==> src/rtl/dispbus_pkg.sv <==
package dispbus_pkg;

  localparam int NUM_DIGITS = 4;
  localparam int WORD_W     = 8;
  localparam int ADDR_W     = 3;
  localparam int CTRL_W     = WORD_W - 1;
  localparam int SEL_W      = $clog2(NUM_DIGITS);

  // control field positions decoded by the display logic
  localparam int BRIGHT_LSB = 0;
  localparam int CURSOR_LSB = 2;
  localparam int ATTR_BIT   = 4;
  localparam int BLINK_BIT  = 5;
  localparam int LAMP_BIT   = 6;

  typedef struct packed {
    logic             wrChar;
    logic             wrCtrl;
    logic             clrChars;
    logic             capRead;
    logic             ctrlSel;
    logic [SEL_W-1:0] digitSel;
  } busStrobe_t;

endpackage

==> src/rtl/dispbus_ctrl.sv <==
module dispbus_ctrl
  import dispbus_pkg::*;
#(
  parameter int SYNC_STAGES = 2,
  parameter int CLEAR_WAIT  = 125000
) (
  input  logic              clk,
  input  logic              rstN,
  input  logic              ce0N,
  input  logic              ce1,
  input  logic [ADDR_W-1:0] busAddr,
  input  logic              busRdN,
  input  logic              busWrN,
  input  logic              eraseBit,
  output busStrobe_t        strobe,
  output logic              busy,
  output logic              readActive
);

  localparam int CNT_W = $clog2(CLEAR_WAIT + 1);

  logic [SYNC_STAGES-1:0] wrSync;
  logic [SYNC_STAGES-1:0] rdSync;
  logic                   wrLast;
  logic                   rdLast;
  logic                   wrSynced;
  logic                   rdSynced;
  logic                   wrFall;
  logic                   rdFall;
  logic                   devSel;
  logic                   writeGo;
  logic                   readGo;
  logic [CNT_W-1:0]       busyCnt;

  // strobe synchronisers, idle high
  always_ff @(posedge clk or negedge rstN) begin
    if (!rstN) begin
      wrSync <= '1;
      rdSync <= '1;
      wrLast <= 1'b1;
      rdLast <= 1'b1;
    end else begin
      wrSync <= {wrSync[SYNC_STAGES-2:0], busWrN};
      rdSync <= {rdSync[SYNC_STAGES-2:0], busRdN};
      wrLast <= wrSync[SYNC_STAGES-1];
      rdLast <= rdSync[SYNC_STAGES-1];
    end
  end

  assign wrSynced = wrSync[SYNC_STAGES-1];
  assign rdSynced = rdSync[SYNC_STAGES-1];
  assign wrFall   = wrLast & ~wrSynced;
  assign rdFall   = rdLast & ~rdSynced;
  assign devSel   = ~ce0N & ce1;

  assign writeGo = wrFall & devSel & rdSynced & ~busy;
  assign readGo  = rdFall & devSel & ~busy;

  always_comb begin
    strobe          = '0;
    strobe.wrChar   = writeGo & busAddr[ADDR_W-1];
    strobe.wrCtrl   = writeGo & ~busAddr[ADDR_W-1] & ~eraseBit;
    strobe.clrChars = writeGo & ~busAddr[ADDR_W-1] & eraseBit;
    strobe.capRead  = readGo;
    strobe.ctrlSel  = ~busAddr[ADDR_W-1];
    strobe.digitSel = busAddr[SEL_W-1:0];
  end

  // erase settle window
  always_ff @(posedge clk or negedge rstN) begin
    if (!rstN) begin
      busyCnt <= '0;
    end else if (strobe.clrChars) begin
      busyCnt <= CNT_W'(CLEAR_WAIT);
    end else if (busyCnt != '0) begin
      busyCnt <= busyCnt - 1'b1;
    end
  end

  assign busy = (busyCnt != '0);

  // read window
  always_ff @(posedge clk or negedge rstN) begin
    if (!rstN) begin
      readActive <= 1'b0;
    end else if (readGo) begin
      readActive <= 1'b1;
    end else if (rdSynced || !devSel) begin
      readActive <= 1'b0;
    end
  end

endmodule

==> src/rtl/dispbus_data.sv <==
module dispbus_data
  import dispbus_pkg::*;
#(
  parameter bit INIT_ZERO = 1'b1
) (
  input  logic                         clk,
  input  logic                         rstN,
  input  busStrobe_t                   strobe,
  input  logic [WORD_W-1:0]            busDataIn,
  output logic [WORD_W-1:0]            rdData,
  output logic [NUM_DIGITS*WORD_W-1:0] charWords,
  output logic [CTRL_W-1:0]            ctrlWord
);

  logic [NUM_DIGITS-1:0][WORD_W-1:0] charMem;
  logic [NUM_DIGITS-1:0][WORD_W-1:0] charNext;
  logic [CTRL_W-1:0]                 ctrlReg;
  logic [CTRL_W-1:0]                 ctrlNext;

  always_comb begin
    for (int d = 0; d < NUM_DIGITS; d++) begin
      if (strobe.clrChars) begin
        charNext[d] = '0;
      end else if (strobe.wrChar && (strobe.digitSel == SEL_W'(d))) begin
        charNext[d] = busDataIn;
      end else begin
        charNext[d] = charMem[d];
      end
    end
    ctrlNext = strobe.wrCtrl ? busDataIn[CTRL_W-1:0] : ctrlReg;
  end

  generate
    if (INIT_ZERO) begin : g_initZero
      always_ff @(posedge clk or negedge rstN) begin
        if (!rstN) begin
          charMem <= '0;
          ctrlReg <= '0;
        end else begin
          charMem <= charNext;
          ctrlReg <= ctrlNext;
        end
      end
    end else begin : g_noInit
      always_ff @(posedge clk) begin
        charMem <= charNext;
        ctrlReg <= ctrlNext;
      end
    end
  endgenerate

  always_ff @(posedge clk or negedge rstN) begin
    if (!rstN) begin
      rdData <= '0;
    end else if (strobe.capRead) begin
      rdData <= strobe.ctrlSel ? {1'b0, ctrlReg} : charMem[strobe.digitSel];
    end
  end

  generate
    for (genvar g = 0; g < NUM_DIGITS; g++) begin : g_export
      assign charWords[g*WORD_W +: WORD_W] = charMem[g];
    end
  endgenerate

  assign ctrlWord = ctrlReg;

endmodule

==> src/rtl/dispbus_regfile.sv <==
module dispbus_regfile
  import dispbus_pkg::*;
#(
  parameter int SYNC_STAGES = 2,
  parameter int CLEAR_WAIT  = 125000,
  parameter bit INIT_ZERO   = 1'b1
) (
  input  logic        clk,
  input  logic        rstN,
  input  logic        ce0N,
  input  logic        ce1,
  input  logic [2:0]  busAddr,
  input  logic        busRdN,
  input  logic        busWrN,
  input  logic [7:0]  busDataIn,
  output logic [7:0]  busDataOut,
  output logic        busDataOe,
  output logic        busy,
  output logic [31:0] charWords,
  output logic [1:0]  brightLevel,
  output logic [1:0]  cursorMode,
  output logic        attrEnable,
  output logic        blinkAll,
  output logic        lampTest
);

  busStrobe_t        strobe;
  logic [CTRL_W-1:0] ctrlWord;

  dispbus_ctrl #(
    .SYNC_STAGES (SYNC_STAGES),
    .CLEAR_WAIT  (CLEAR_WAIT)
  ) i_ctrl (
    .clk        (clk),
    .rstN       (rstN),
    .ce0N       (ce0N),
    .ce1        (ce1),
    .busAddr    (busAddr),
    .busRdN     (busRdN),
    .busWrN     (busWrN),
    .eraseBit   (busDataIn[WORD_W-1]),
    .strobe     (strobe),
    .busy       (busy),
    .readActive (busDataOe)
  );

  dispbus_data #(
    .INIT_ZERO (INIT_ZERO)
  ) i_data (
    .clk       (clk),
    .rstN      (rstN),
    .strobe    (strobe),
    .busDataIn (busDataIn),
    .rdData    (busDataOut),
    .charWords (charWords),
    .ctrlWord  (ctrlWord)
  );

  assign brightLevel = ctrlWord[BRIGHT_LSB +: 2];
  assign cursorMode  = ctrlWord[CURSOR_LSB +: 2];
  assign attrEnable  = ctrlWord[ATTR_BIT];
  assign blinkAll    = ctrlWord[BLINK_BIT];
  assign lampTest    = ctrlWord[LAMP_BIT];

endmodule

==> config.mk <==
export PLATFORM = sky130hd
export DESIGN_NAME = dispbus_regfile
export DESIGN_NICKNAME = d
export VERILOG_FILES = /design/src/rtl/dispbus_pkg.sv /design/src/rtl/dispbus_ctrl.sv /design/src/rtl/dispbus_data.sv /design/src/rtl/dispbus_regfile.sv
export SDC_FILE = /design/constraint.sdc
export NUM_CORES = 1
export LEC_CHECK = 0
export ABC_AREA = 1
export CAP_MARGIN = 20
export CORE_MARGIN = 4
export CORE_UTILIZATION = 55
export DETAILED_ROUTE_END_ITERATION = 8
export DONT_BUFFER_PORTS = 1
export GPL_ROUTABILITY_DRIVEN = 0
export HOLD_SLACK_MARGIN = 0.12
export PLACE_DENSITY = 0.73
export SLEW_MARGIN = 10
export SYNTH_ARGS = -nofsm -noshare
export SYNTH_HDL_FRONTEND = slang
export SYNTH_SLANG_ARGS = --single-unit
==> constraint.sdc <==
create_clock -name clk -period 1.74 [get_ports clk]
set_input_delay 0.522 -clock clk [delete_from_list [all_inputs] [get_ports clk]]
set_output_delay 0.522 -clock clk [all_outputs]
set_load 0.005 [all_outputs]
==> run_results.csv, run 1 <==
group,metric,value,unit
grt,grt_pass1_vias,2850,
synthesis,yosysMostFrequentCell,"nand2_1",
synthesis,ys_seq_elements,71,
clocking,cts_buffer_depth,2,
timing,slew_headroom,0.7305,
synthesis,syn-cell-area,3353,um2
synthesis,synth_edf_count,0,
timing,rsz0062_at_grt,"yes",
critical_path,worstPathArrival,2.26,ns
cells_and_area,fin_nets,459,
synthesis,async_flop_share,1.000,
pwr,ir_drop,0.8162,mV
pwr,powerDensity,709.0,nW/um2
timing,hold_viol,65,
cells_and_area,layout.cells.non_filler,520,
cells_and_area,design_area,4447,um2
clocking,insertion_delay,0.35,ns
synthesis,syn_avg_cell_area,8.532,um2
floorplanning,io_pins,66,
timing,final.setup_skew,0.01750,ns
detailed_routing,drc,0,
detailed_routing,drt_iter0_drc,402,
clocking,cts-root-buf,"clkbuf_8",
synthesis,syn_nets,412,
detailed_routing,dr.pass1.iters,5,
status,status,"finished, violations left",
critical_path,worst-setup-path-type,"register to register",
critical_path,crit_required,1.97,ns
detailed_routing,wl,9.961,mm
critical_path,cp_slowest_stage_delay,0.39,ns
pwr,p_total,0.003153,W
clocking,htreeDepth,3,
grt,grt_overflow,0,
floorplanning,core,5921,um2
critical_path,crit_path_end_kind,"register",
timing,setup_viol,60,
place,dpl_cell_area,3565,um2
place,dp_cells,479,
clocking,cts_buffers,9,
detailed_routing,wl_per_cell,19.16,um
critical_path,worstSetupStartpointType,"register",
detailed_routing,via_per_inst,6.042,
place,port-buffer-count,0,
critical_path,critPathLaunch,"i_ctrl.busyCnt[1]",
timing,holdWs,-0.1346,ns
status,violations,"hold timing, setup timing",
grt,grt_pass1_wl,15.17,mm
detailed_routing,antenna_left,0,
synthesis,synthTopCellsByCount,"102 x nand2_1, 79 x nand3_1, 65 x dfrtp_1",
synthesis,synth_seq_area_share,0.5321,
timing,fin_crit_sh,1.166,
clocking,clk_pin_slew,0.09,ns
synthesis,netlist_instances,393,
synthesis,synth.top_cell.area_share,0.4851,
floorplanning,die_x,86.08,um
critical_path,cp_slowest_cell,"dfrtp_1",
synthesis,yosysTopAreaCell,"dfrtp_1",
cells_and_area,fillCellCount,376,
synthesis,ys_warn_count,0,
grt,antenna_found_initial,0,
floorplanning,initial_utilization,0.5664,
synthesis,synth_area_leaders,"dfrtp_1 49%, nand3_1 12%, nand2_1 11%",
timing,finalWorstSetupSlack,-0.2880,ns
cells_and_area,n_antenna_cell,0,
pwr,p_leak,2.218,nW
detailed_routing,via_count,3142,
grt,track_usage,0.2677,
timing,finalCriticalPeriod,2.028,ns
synthesis,ys.flop_type,"dfrtp_1",
place,dp_hpwl,5.837,mm
cells_and_area,area_delta_synth_final,32.61,%
min_path,hold_class,"input pin to async pin",
timing,max_freq,493.1,MHz
synthesis,synth_cell_types,30,
floorplanning,die_h,86.08,um
critical_path,cp_cell_sequence,"inv_2, ha_4, inv_2, nor2_1, nand2_1, nor2_4, nand2_4, buf_6, nor2_8, nand3_4, buf_12, buf_12, buf_16, nand3_1, nand2_1",
timing,tightestPinTransition,0.4027,ns
grt,grt_max_degree,72,
run,cap_violations,0,
clocking,cts.sinks,71,
critical_path,path_max_fanout,6,
timing,finalMaxSlewViolations,0,
clocking,cts_tree,"done",
critical_path,r2r_start,"i_ctrl.busyCnt[1]",
floorplanning,die-area,7410,um2
floorplanning,fp-row-count,28,
cells_and_area,final_layout_size_suffix_gt1_frac,0.2876,
## cell type report
class                           count  area, um2  share of cell area
Sequential cell                    71       1784              0.4012
Timing Repair Buffer               46      595.6              0.1339
Tap cell                           75      93.84             0.02110
Multi-Input combinational cell    274       1615              0.3633
Clock inverter                      6      85.08             0.01913
Clock buffer                       10      127.6             0.02870
Inverter                           38      145.1             0.03264
## through the flow
step           setup slack, ns  utilization  setup TNS (ns)
6_report               -0.2880       0.7511          -11.21
3_3_place_gp           0.01086       0.6021               0
3_5_place_dp          -0.04666       0.6021         -0.3836
2_1_floorplan          0.01636            -               0
4_1_cts                -0.2664       0.7008          -9.435
5_1_grt                -0.3863       0.7511          -17.69
## cell families (layout without fill, tap and decap cells)
kind of cell / count (synthesis) / after routing / share of synthesized area
multiplexers: 7 / 7 / 0.02090
adder cells (fa/ha/maj): 2 / 2 / 0.007461
buffers and inverters: 49 / 100 / 0.06045
flip-flops: 71 / 71 / 0.5321
AND/OR/NAND/NOR: 232 / 233 / 0.3190
AO/OA/AOI/OAI: 25 / 25 / 0.04179
XOR/XNOR: 7 / 7 / 0.01828
## timing repair
action / 4_1_cts / 5_1_grt
endpoints found under the hold margin: 71 / 71
gates cloned: 7 / 2
setup buffers: 10 / 7
pin swaps: 3 / 25
resized for setup: 18 / 71
setup endpoints to repair: 37 / 65
## power breakdown
group,switching (W),internal [W]
Combinational,0.0000336,0.0000162
Sequential,0.00000690,0.00166
Clock,0.000629,0.000802
## worst max-delay path, delay by kind of cell, from the launching register on
family,cells,cell delay [ns]
buffers and inverters,6,0.67
adder cells (fa/ha/maj),1,0.14
flip-flops,1,0.39
AND/OR/NAND/NOR,8,0.73
## registers in the layout, indices dropped and copies added, names as in the netlist
signal,cells
i_data.rdData,8
i_ctrl.wrLast,1
i_data.ctrlWord,7
i_ctrl.wrSync,2
i_ctrl.readActive,1
i_data.charWords,32
i_ctrl.busyCnt,17
i_ctrl.rdSync,2
i_ctrl.rdLast,1
## path summary, 6_finish.rpt
check,cells past startpoint,slack [ns],endpoint
worst max-delay path,15,-0.29,i_data.charWords[23]
worst min-delay path,0,-0.13,i_data.charWords[4]
worst max register to register,15,-0.29,i_data.charWords[23]
worst min register to register,0,0.35,i_ctrl.wrSync[1]
max in group asynchronous,0,1.65,i_ctrl.wrSync[0]
min in group clk,0,0.18,i_ctrl.wrSync[0]
## routing by layer
metal / global-route usage / up-vias / wire length (um)
met2: 0.3805 / 200 / 4618
met4: 0.08058 / 0 / 161
met5: 0 / - / 0
li1: - / 1398 / -
met1: 0.3763 / 1523 / 3941
met3: 0.1105 / 21 / 1240
## cells in the final DEF (no fill, tap or decap), drive strengths merged, types with 7 or more instances in the layout
cell and n:
inv 36, clkbuf 12, dfrtp 65, o21ai 18
nand4 14, nor2 32, nand2 103, nand3 80
mux2i 7, buf 44
(Power assumes the default switching activity.)
==> run 2, diff against run 1 <==
--- a/config.mk
+++ b/config.mk
@@ -9,6 +9,7 @@
 export CAP_MARGIN = 20
 export CORE_MARGIN = 4
 export CORE_UTILIZATION = 55
+export CTS_BUF_LIST = sky130_fd_sc_hd__clkbuf_16
 export DETAILED_ROUTE_END_ITERATION = 8
 export DONT_BUFFER_PORTS = 1
 export GPL_ROUTABILITY_DRIVEN = 0
==> run_results.csv, run 2 (synthesis results as in run 1) <==
group,metric,value,unit
status,status,"finished, violations left",
status,violations,"hold timing, setup timing",
place,place_ws,-0.04666,ns
timing,slew_headroom,0.6980,
place,port-buffer-count,0,
place,dp_hpwl,5.837,mm
floorplanning,die-area,7410,um2
clocking,cts_buffers,9,
detailed_routing,antenna_left,0,
cells_and_area,largest_reg_flops,32,
clocking,insertion_delay,0.33,ns
critical_path,worst-setup-path-type,"register to primary output",
grt,antenna_found_initial,0,
floorplanning,io_pins,66,
detailed_routing,via_per_inst,5.965,
critical_path,worstSetupStartpointType,"register",
detailed_routing,dr.pass1.iters,6,
pwr,p_leak,2.204,nW
floorplanning,fp-row-count,28,
timing,fin_crit_sh,1.140,
timing,rsz0062_at_grt,"yes",
cells_and_area,fillCellCount,390,
run,cap_violations,0,
clocking,cts_buffer_depth,2,
cells_and_area,layout_common_cells,"83 x nand2_1, 65 x dfrtp_1, 56 x nand3_1, 32 x inv_1, 26 x nor2_1",
critical_path,reg2regPathDepth,14,
timing,tightestPinTransition,0.4514,ns
timing,hold_viol,65,
clocking,cts-root-buf,"clkbuf_16",
pwr,ir_drop,0.7191,mV
grt,grt_pass1_vias,2847,
grt,grt_overflow,0,
critical_path,crit_path_end_kind,"primary output",
detailed_routing,drc,0,
cells_and_area,n_antenna_cell,0,
floorplanning,die_x,86.08,um
critical_path,r2r_setup_slack,-0.24,ns
cells_and_area,fin_nets,453,
cells_and_area,final_common_cell,"nand2_1",
timing,setup_viol,60,
timing,holdWs,-0.1153,ns
timing,finalMaxSlewViolations,0,
critical_path,worstPathArrival,1.46,ns
critical_path,r2r_end,"i_data.charWords[30]",
timing,finalWorstSetupSlack,-0.2431,ns
clocking,cts_tree,"done",
critical_path,crit_required,1.22,ns
detailed_routing,wl,9.620,mm
cells_and_area,final_layout_size_suffix_gt1_frac,0.2711,
floorplanning,die_h,86.08,um
timing,finalCriticalPeriod,1.983,ns
grt,track_usage,0.2651,
cells_and_area,area_delta_synth_final,31.79,%
timing,final.setup_skew,0.004983,ns
pwr,p_total,0.003639,W
timing,max_freq,504.3,MHz
detailed_routing,wl_per_cell,18.72,um
critical_path,path_max_fanout,7,
pwr,powerDensity,823.4,nW/um2
detailed_routing,via_count,3066,
timing,tns,-9.600,ns
detailed_routing,drt_iter0_drc,332,
critical_path,r2r_start,"i_ctrl.busyCnt[1]",
clocking,cts.sinks,71,
clocking,clk_pin_slew,0.05,ns
clocking,htreeDepth,3,
floorplanning,initial_utilization,0.5664,
min_path,hold_class,"input pin to async pin",
grt,grt_pass1_wl,14.98,mm
grt,grt_max_degree,72,
floorplanning,core,5921,um2
run 2: cell count changes in the layout (fill, tap and decap cells not counted), moves of 2 or more:
cell / previous run / this run
nor2_1: 24 / 26
clkbuf_8: 9 / 0
nor2_2: 5 / 3
buf_12: 5 / 3
nand3_2: 22 / 19
buf_16: 5 / 2
nand3_1: 54 / 56
clkbuf_16: 2 / 12
run 2: final cells by class:
cell class	instances	area, um2	share of cell area
Tap cell	75	93.84	0.02123
Timing Repair Buffer	40	471.7	0.1067
Sequential cell	71	1784	0.4037
Clock buffer	9	225.2	0.05096
Multi-Input combinational cell	274	1610	0.3644
Clock inverter	7	88.84	0.02010
Inverter	38	145.1	0.03284
run 2: where the power goes:
part	total [W]	switching, W	internal, W
clock network	0.00191	0.000672	0.00124
registers	0.00167	0.00000697	0.00167
logic	0.0000495	0.0000334	0.0000162
total	0.00364	0.000713	0.00293
run 2: worst max path at each step:
stage | slack [ns] | to | depth (start not counted) | start
3_5_place_dp | -0.05 | i_data.charWords[3] | 11 | i_ctrl.busyCnt[0]
5_1_grt | -0.32 | i_data.charWords[24] | 14 | i_ctrl.busyCnt[1]
3_3_place_gp | 0.01 | i_data.charWords[3] | 11 | i_ctrl.busyCnt[1]
4_1_cts | -0.25 | busy | 8 | i_ctrl.busyCnt[0]
6_report | -0.24 | busy | 8 | i_ctrl.busyCnt[1]
2_1_floorplan | 0.02 | i_data.charWords[21] | 13 | i_ctrl.busyCnt[0]
run 2: repair_timing:
action,CTS,global route
pin swaps,3,20
setup buffers,9,6
endpoints found under the setup margin,36,65
hold endpoints to repair,71,71
cloned,4,3
resized for setup,16,65
run 2: per-layer routing:
layer  up-vias  wire length (um)  global-route usage
met5         -                 0                   0
met2       188              4496              0.3847
met1      1463              3780              0.3692
met4         0               225             0.08777
li1       1386                 -                   -
met3        29              1118             0.09798
run 2: worst max-delay path, cell delays in order, from the launching register on:
cell and delay [ns]:
dfrtp_1 0.38, inv_2 0.09, ha_4 0.14, inv_2 0.03, nor2_1 0.08, nand2_1 0.09, nor2_4 0.13, nand2_4 0.07
buf_6 0.13
run 2: per-stage QoR:
step / hold WS (ns) / utilization / cell area, um2 / cells
final: -0.1153 / 0.7464 / 4419 / 514
after global placement: 0.2287 / 0.6021 / 3565 / 479
after CTS: -0.1189 / 0.6980 / 4133 / 508
after detailed placement: 0.2294 / 0.6021 / 3565 / 479
after global routing: -0.1273 / 0.7464 / 4419 / 514
after floorplan: 0.2264 / - / 3353 / 393
==> run 3, diff against run 2 <==
--- a/config.mk
+++ b/config.mk
@@ -8,13 +8,13 @@
 export ABC_AREA = 1
 export CAP_MARGIN = 20
 export CORE_MARGIN = 4
-export CORE_UTILIZATION = 55
+export CORE_UTILIZATION = 57
 export CTS_BUF_LIST = sky130_fd_sc_hd__clkbuf_16
 export DETAILED_ROUTE_END_ITERATION = 8
 export DONT_BUFFER_PORTS = 1
 export GPL_ROUTABILITY_DRIVEN = 0
 export HOLD_SLACK_MARGIN = 0.12
-export PLACE_DENSITY = 0.73
+export PLACE_DENSITY = 0.75
 export SLEW_MARGIN = 10
 export SYNTH_ARGS = -nofsm -noshare
 export SYNTH_HDL_FRONTEND = slang
==> run_results.csv, run 3 (synthesis results as in run 1) <==
group,metric,value,unit
detailed_routing,via_per_inst,6.737,
pwr,powerDensity,744.6,nW/um2
critical_path,cp_cell_sequence,"inv_2, ha_4, inv_2, nor2_2, nand2_2, nor2_4, nand2_4, buf_6, nor2_8, nand3_4, buf_12, buf_12, nand3_1, nand2_1",
floorplanning,die_x,84.70,um
floorplanning,die-area,7174,um2
cells_and_area,fin_util,0.8525,
clocking,cts-root-buf,"clkbuf_16",
critical_path,crit_path_end_kind,"register",
clocking,insertion_delay,0.34,ns
clocking,cts_buffers,9,
grt,grt_pass1_wl,16.56,mm
critical_path,cp_slowest_cell,"dfrtp_1",
status,status,"finished, violations left",
clocking,clk_pin_slew,0.06,ns
timing,finalWorstSetupSlack,-0.3909,ns
critical_path,r2r_start,"i_ctrl.busyCnt[1]",
cells_and_area,final_layout_size_suffix_gt1_frac,0.3475,
critical_path,worstPathArrival,2.36,ns
place,dp_hpwl,5.868,mm
critical_path,critPathLaunch,"i_ctrl.busyCnt[1]",
timing,final.setup_skew,0.009564,ns
detailed_routing,wl,12.83,mm
cells_and_area,area_delta_synth_final,42.57,%
detailed_routing,drt_iter0_drc,536,
detailed_routing,antenna_left,0,
grt,grt_max_degree,72,
floorplanning,fp-row-count,27,
grt,grt_overflow,0,
cells_and_area,fillCellCount,260,
pwr,p_leak,2.330,nW
timing,hold_viol,65,
floorplanning,core,5608,um2
floorplanning,io_pins,66,
detailed_routing,wl_per_cell,24.76,um
cells_and_area,final_common_cell,"nand2_1",
detailed_routing,via_count,3490,
timing,finalCriticalPeriod,2.131,ns
grt,grt_pass1_vias,3077,
cells_and_area,layout.cells.non_filler,518,
timing,holdWs,-0.1239,ns
critical_path,reg2regPathDepth,14,
clocking,cts.sinks,71,
critical_path,crit_required,1.97,ns
cells_and_area,layout_common_cells,"86 x nand2_1, 65 x dfrtp_1, 43 x nand3_2, 32 x inv_1, 28 x nand3_1",
min_path,hold_class,"input pin to async pin",
timing,slew_headroom,0.6870,
grt,antenna_found_initial,0,
clocking,cts_buffer_depth,2,
floorplanning,initial_utilization,0.5979,
run,cap_violations,0,
critical_path,path_max_fanout,11,
detailed_routing,drc,0,
floorplanning,die_h,84.70,um
critical_path,worstSetupStartpointType,"register",
clocking,cts_tree,"done",
timing,setup_viol,62,
grt,track_usage,0.2965,
timing,max_freq,469.3,MHz
critical_path,worst-setup-path-type,"register to register",
cells_and_area,fin_nets,460,
timing,tightestPinTransition,0.4678,ns
pwr,ir_drop,0.8147,mV
status,violations,"hold timing, setup timing",
timing,fin_crit_sh,1.225,
timing,rsz0062_at_grt,"yes",
clocking,htreeDepth,3,
detailed_routing,dr.pass1.iters,5,
cells_and_area,n_antenna_cell,0,
critical_path,cp_slowest_stage_delay,0.41,ns
place,dp_cells,475,
timing,finalMaxSlewViolations,0,
place,port-buffer-count,0,
cells_and_area,largest_reg_flops,32,
run 3: changes by cell type in the layout (fill, tap and decap cells not counted), moves of 2 or more:
cell,delta
buf_12,+3
buf_16,+3
buf_6,-2
clkbuf_16,+2
nand2_1,+3
nand2_2,-5
nand2_4,+2
nand3_1,-28
nand3_2,+24
nand3_4,+4
o21ai_1,-2
o21ai_2,+3
run 3: power by group:
part	leakage [nW]	total [W]	internal [W]	switching, W
combinational	1.26	0.0000550	0.0000169	0.0000381
sequential	0.924	0.00167	0.00167	0.00000773
clock	0.146	0.00183	0.00110	0.000731
total	2.33	0.00356	0.00278	0.000777
run 3: what timing repair did:
action                                 CTS  global route
endpoints found under the hold margin   71            71
buffers inserted                         9             6
cloned                                   7             6
gates resized for setup                 21           101
pin swaps                                1            23
setup endpoints to repair               28            65
run 3: per-stage QoR:
stage          setup slack (ns)  setup TNS [ns]  instance area (um2)  total power, W
6_report                -0.3909          -17.74                 4781        0.003560
5_1_grt                 -0.4914          -23.54                 4781        0.003620
4_1_cts                 -0.2494          -7.392                 4210        0.003510
3_5_place_dp           -0.03120         -0.4015                 3553        0.001745
3_3_place_gp            0.01260               0                 3553        0.001743
2_1_floorplan           0.01636               0                 3353        0.001733
run 3: per-layer routing:
layer  vias to the layer above  GRT usage  part of all wire
met5                         -          0                 0
met4                         0     0.1036             0.056
met3                        92     0.1129              0.14
met2                       346     0.4399              0.46
met1                      1657     0.3999              0.35
li1                       1395          -                 -
run 3: area by class of cell:
class,instances,area [um2],share of cell area
clock buffer,9,225.2,0.04711
clock inverter,7,65.06,0.01361
timing repair buffer,47,674.4,0.1411
tap,72,90.09,0.01884
inverter,38,145.1,0.03036
sequential,71,1784,0.3732
multi-input combinational,274,1797,0.3758
run 3: critical path: cells and delay by family (launching register included):
kind	cells	cell delay (ns)
and+or+nand+nor	8	0.88
buffers and inverters	5	0.62
DFF	1	0.41
adders and majority gates	1	0.13
run 3: path summary, 6_finish.rpt:
check	endpoint	slack [ns]
hold reg to reg	i_ctrl.rdSync[1]	0.36
setup reg to reg	i_data.charWords[11]	-0.39
hold / removal	i_data.charWords[5]	-0.12
setup / recovery	i_data.charWords[11]	-0.39
max in group asynchronous	i_ctrl.wrSync[1]	1.67
min in group clk	i_ctrl.rdSync[0]	0.18
